File: config.mk
export PLATFORM = sky130hd
export DESIGN_NAME = opf_frontend
export DESIGN_NICKNAME = d
export VERILOG_FILES = /design/src/rtl/opf_pkg.sv /design/src/rtl/opf_predecode.sv /design/src/rtl/opf_seq.sv /design/src/rtl/opf_pc_unit.sv /design/src/rtl/opf_frontend.sv
export SDC_FILE = /design/constraint.sdc
export NUM_CORES = 1
export LEC_CHECK = 0
export BUFFER_PORTS_ARGS = -buffer_cell sky130_fd_sc_hd__buf_2
export CAP_MARGIN = 10
export CORE_ASPECT_RATIO = 1.5
export CORE_UTILIZATION = 51
export CTS_CLUSTER_SIZE = 25
export DETAILED_ROUTE_END_ITERATION = 7
export PLACE_DENSITY_LB_ADDON = 0.05
export SYNTH_ARGS = -nofsm -noshare
export SYNTH_HDL_FRONTEND = slang
export SYNTH_HIERARCHICAL = 1
export SYNTH_SLANG_ARGS = --single-unit
File: constraint.sdc
create_clock -name clk -period 2.62 [get_ports clk]
set_input_delay 0.524 -clock clk [delete_from_list [all_inputs] [get_ports clk]]
set_output_delay 0.524 -clock clk [all_outputs]
set_load 0.02 [all_outputs]
File: src/rtl/opf_pkg.sv
package opf_pkg;

    localparam int OP_W = 8;

    // single-byte opcode predecode: bit3=1, bit2=0, bit0=0
    localparam logic [OP_W-1:0] ONE_BYTE_MASK  = 8'h0D;
    localparam logic [OP_W-1:0] ONE_BYTE_MATCH = 8'h08;
    localparam logic [OP_W-1:0] BREAK_OP       = 8'h00;

    typedef enum logic {
        ST_FETCH   = 1'b0,
        ST_OPERAND = 1'b1
    } opf_state_e;

    typedef struct packed {
        logic [OP_W-1:0] op;
        logic            one_byte;
        logic            irq;
    } ir_slot_t;

    function automatic logic is_one_byte(input logic [OP_W-1:0] op);
        return (op & ONE_BYTE_MASK) == ONE_BYTE_MATCH;
    endfunction

endpackage

File: src/rtl/opf_predecode.sv
module opf_predecode
    import opf_pkg::*;
(
    input  logic [OP_W-1:0] i_byte,
    input  logic            i_force_brk,
    output ir_slot_t        o_slot
);
    always_comb begin
        if (i_force_brk) begin
            o_slot.op       = BREAK_OP;
            o_slot.one_byte = 1'b0;
            o_slot.irq      = 1'b1;
        end else begin
            o_slot.op       = i_byte;
            o_slot.one_byte = is_one_byte(i_byte);
            o_slot.irq      = 1'b0;
        end
    end
endmodule

File: src/rtl/opf_seq.sv
module opf_seq
    import opf_pkg::*;
(
    input  logic     clk,
    input  logic     rst,
    input  logic     i_irq_pend,
    input  ir_slot_t i_next_slot,
    output logic     o_take_irq,
    output logic     o_pc_step,
    output logic     o_fetch,
    output ir_slot_t o_slot
);
    opf_state_e state_q;
    ir_slot_t   slot_q;

    assign o_fetch    = (state_q == ST_FETCH);
    assign o_take_irq = o_fetch && i_irq_pend;
    assign o_slot     = slot_q;

    always_comb begin
        if (o_fetch)
            o_pc_step = !i_irq_pend;
        else
            o_pc_step = !(slot_q.one_byte || slot_q.irq);
    end

    always_ff @(posedge clk) begin
        if (rst) begin
            state_q <= ST_FETCH;
            slot_q  <= '0;
        end else if (o_fetch) begin
            state_q <= ST_OPERAND;
            slot_q  <= i_next_slot;
        end else begin
            state_q <= ST_FETCH;
        end
    end
endmodule

File: src/rtl/opf_pc_unit.sv
module opf_pc_unit #(
    parameter int ADDR_W = 16
) (
    input  logic              clk,
    input  logic              rst,
    input  logic [ADDR_W-1:0] i_rst_vec,
    input  logic              i_step,
    output logic [ADDR_W-1:0] o_pc
);
    localparam logic [ADDR_W-1:0] STEP = ADDR_W'(1);

    logic [ADDR_W-1:0] pc_q;
    assign o_pc = pc_q;

    always_ff @(posedge clk) begin
        if (rst)
            pc_q <= i_rst_vec;
        else if (i_step)
            pc_q <= pc_q + STEP;
    end
endmodule

File: src/rtl/opf_frontend.sv
module opf_frontend
    import opf_pkg::*;
#(
    parameter int ADDR_W = 16
) (
    input  logic              clk,
    input  logic              rst,
    input  logic [ADDR_W-1:0] i_rst_vec,
    input  logic [OP_W-1:0]   i_rdata,
    input  logic              i_irq_pend,
    output logic [ADDR_W-1:0] o_addr,
    output logic [ADDR_W-1:0] o_pc,
    output logic [OP_W-1:0]   o_ir,
    output logic              o_one_byte,
    output logic              o_irq_taken,
    output logic              o_sync
);
    ir_slot_t          next_slot;
    ir_slot_t          cur_slot;
    logic              take_irq;
    logic              pc_step;
    logic              fetch;
    logic [ADDR_W-1:0] pc;

    opf_predecode u_pd (
        .i_byte      (i_rdata),
        .i_force_brk (take_irq),
        .o_slot      (next_slot)
    );

    opf_seq u_seq (
        .clk         (clk),
        .rst         (rst),
        .i_irq_pend  (i_irq_pend),
        .i_next_slot (next_slot),
        .o_take_irq  (take_irq),
        .o_pc_step   (pc_step),
        .o_fetch     (fetch),
        .o_slot      (cur_slot)
    );

    opf_pc_unit #(.ADDR_W(ADDR_W)) u_pc (
        .clk       (clk),
        .rst       (rst),
        .i_rst_vec (i_rst_vec),
        .i_step    (pc_step),
        .o_pc      (pc)
    );

    // both cycles of an instruction read at the current PC
    assign o_addr      = pc;
    assign o_pc        = pc;
    assign o_ir        = cur_slot.op;
    assign o_one_byte  = cur_slot.one_byte;
    assign o_irq_taken = cur_slot.irq;
    assign o_sync      = fetch;
endmodule

==> impl_metrics.json <==
{
  "dieArea_mm2": 0.00338,
  "remaining_drc_errors": 0,
  "core-area_mm2": 0.00294,
  "fillers": 294,
  "worst-r2r-cell-count": 5,
  "wl_met2_um": 1630,
  "crit_path_end_kind": "flop",
  "synth_compound_area_share_pct": 4.52,
  "min_path_cells": 2,
  "cts_buffers": 3,
  "cts_sinks": 27,
  "r2r_end": "u_pc/o_pc[12]",
  "synth_largest_area_cell": "edfxtp_1",
  "drt-met1-wl_um": 1170,
  "initialDrtViolationCount": 21,
  "io_pins": 70,
  "final_cell_mix": "buf_2, nand2_1, edfxtp_1",
  "drive_above_1_share_pct": 46.6,
  "yosys-top-cells-area": "edfxtp_1, dfxtp_1, buf_4",
  "place_hpwl_um": 2340,
  "p_per_area_mw_per_mm2": 596,
  "p_leak_uw": 0.000831,
  "hold_end": "u_seq/o_slot[7]",
  "routabilityCongestion": 0.814,
  "tns_ns": 0,
  "htree_num_levels": 1,
  "fmax_mhz": 568,
  "grt_pass1_vias": 1123,
  "peakVddDrop_uv": 445,
  "max_slew.worst_pin.slew_ns": 0.387,
  "root_buffer": "clkbuf_8",
  "reg2reg_from": "u_pc/o_pc[0]",
  "synth_fa_ha_area_share_pct": 0.779,
  "rows": 24,
  "place_inst": 241,
  "vias_per_cell": 4.95,
  "final-max-slew-violation-count": 0,
  "clk_latency_ns": 0.26,
  "chipHeight_um": 70.7,
  "syn_nets": 182,
  "num-nets-final": 235,
  "start_util_pct": 54.5,
  "layout_worst_path_cycle_share_pct": 67.2,
  "syn2layout_area_growth_pct": 17.0,
  "top_layer_used": "met4",
  "cp_slowest_cell": "edfxtp_1",
  "cts_tree": "yes",
  "postCtsSetupRepairBufs": 0,
  "vias": 1213,
  "path_cells": "ha_1, nand2_1, nor4_2, xnor2_1, o21ai_1",
  "final-hold-violation-count": 0,
  "syn_area_mm2": 0.00161,
  "max_stage_delay_ns": 0.48,
  "yosys_warnings": 6,
  "final_core_utilization_pct": 63.8,
  "critPathArrivalTime_ns": 1.77,
  "grt_remaining_overflow": 0,
  "rsz0062_at_grt": "no",
  "finalClockSkew_ns": 0.00362,
  "path_class": "flop to flop",
  "worst_setup_path_start_kind": "flop",
  "maxCapViolCount": 0,
  "globalRouteTotalUtil_pct": 18.7,
  "grt_max_degree": 24,
  "postSynthCellCount": 154,
  "instances_no_fill": 245,
  "synth-seq-cells": 27,
  "synth-xor-area-share_pct": 7.64,
  "layout_min_cycle_time_ns": 1.76,
  "clk_path_buf_depth": 2,
  "postCtsHoldBufs": 0,
  "cpLargestDelayFamily": "flip-flops",
  "drt-pass1-iter-count": 3,
  "status": "finished clean",
  "layout_commonest_cell": "buf_2",
  "synth.area.mux_share_pct": 8.34,
  "n_antenna_cell": 0,
  "antenna_found_initial": 0,
  "rrSetupSlack_ns": 0.86,
  "drt.antenna.violating_nets": 0,
  "relSlewSlack_pct": 74.2,
  "ctsResizeCount": 0,
  "cp_max_fo": 7,
  "grt_pass1_wl_um": 4720,
  "ys_seq_area_share_pct": 43.6,
  "wire_per_inst_um": 12.2,
  "synth_top_family_by_area": "simple AND/OR/NAND/NOR gates",
  "holdWs_ns": 0.496,
  "wl_met3_um": 159,
  "synth_cell_types": 29,
  "placed_cell_area_mm2": 0.00183,
  "syn_avg_cell_area_um2": 10.4,
  "clkTransAtPathRegs_ns": 0.09,
  "hp-class": "flop to flop",
  "finalInstanceArea_mm2": 0.00188,
  "wl_um": 3000,
  "setup_viol": 0,
  "synth-simple-area-share_pct": 23.1,
  "synth_top_area_share_pct": 29.9,
  "critical_path_buf_inv_count": 0,
  "worstPathRequired_ns": 2.63,
  "hold_start": "u_seq/o_slot[7]",
  "die_x_um": 47.8,
  "port_buffers": 69
}
layer usage:
layer | vias to the layer above | GRT usage [%]
li1 | 613 | -
met1 | 558 | 21.0
met2 | 38 | 32.4
met3 | 4 | 3.83
met4 | 0 | 7.41
met5 | - | 0
stage by stage:
stage / setup WS (ns) / power, uW
finish: 0.860 / 1120
global route: 0.726 / 1180
CTS: 0.867 / 1130
detailed placement: 0.882 / 903
global placement: 0.896 / 896
floorplan: 0.914 / 835
sequential cells by signal, summed over array words and instances, names as in the netlist:
| name | flops |
|---|---|
| u_seq/state_q | 1 |
| u_pc/o_pc | 16 |
| u_seq/o_slot | 10 |
cell usage after synthesis:
cell / instances
and2b_2: 8
and2b_4: 1
and3_1: 1
and3_2: 1
buf_12: 1
buf_4: 17
buf_6: 2
clkbuf_1: 3
dfxtp_1: 11
edfxtp_1: 16
ha_1: 1
inv_1: 3
mux2_2: 3
mux2i_1: 10
nand2_1: 16
nand3_1: 5
nand3_2: 1
nand4_1: 2
nand4_4: 1
nor2_1: 13
nor3_1: 3
nor4_2: 5
nor4b_2: 1
o21a_1: 1
o21ai_0: 7
o21ai_1: 6
or2_2: 1
xnor2_1: 9
xor2_1: 5
cell type report:
type | instances | area, um^2 | share of cell area (%)
clock buffer | 4 | 45.0 | 2.40
inverter | 3 | 11.3 | 0.600
multi-input combinational | 101 | 712 | 37.9
sequential | 27 | 701 | 37.3
tap | 39 | 48.8 | 2.60
timing repair buffer | 71 | 360 | 19.2
power breakdown:
group / internal [uW] / switching, uW
clock network: 109 / 119
registers: 505 / 62.7
logic: 127 / 197
total: 741 / 378
worst reg2reg max path: stages, from the launching register on:
cell      delay, ns
edfxtp_1       0.48
ha_1           0.29
nand2_1        0.16
nor4_2         0.32
xnor2_1        0.17
o21ai_1        0.09
how the worst max path moves through the flow:
stage | to | from | slack (ns) | depth (start not counted)
6_report | u_pc/o_pc[12] | u_pc/o_pc[0] | 0.86 | 5
3_5_place_dp | u_pc/o_pc[12] | u_pc/o_pc[0] | 0.88 | 5
4_1_cts | u_pc/o_pc[12] | u_pc/o_pc[0] | 0.87 | 5
3_3_place_gp | u_pc/o_pc[12] | u_pc/o_pc[0] | 0.90 | 5
2_1_floorplan | u_pc/o_pc[15] | u_pc/o_pc[2] | 0.91 | 4
5_1_grt | u_pc/o_pc[12] | u_pc/o_pc[0] | 0.73 | 5
kinds of logic after synthesis:
family                     after synthesis
and+or+nand+nor                         59
DFF                                     27
buffers and inverters                   26
muxes                                   13
AOI/OAI and AO/OA                       14
xor gates and xnor gates                14
adders and majority gates                1
Note: power is estimated with default switching activity, not from simulation.
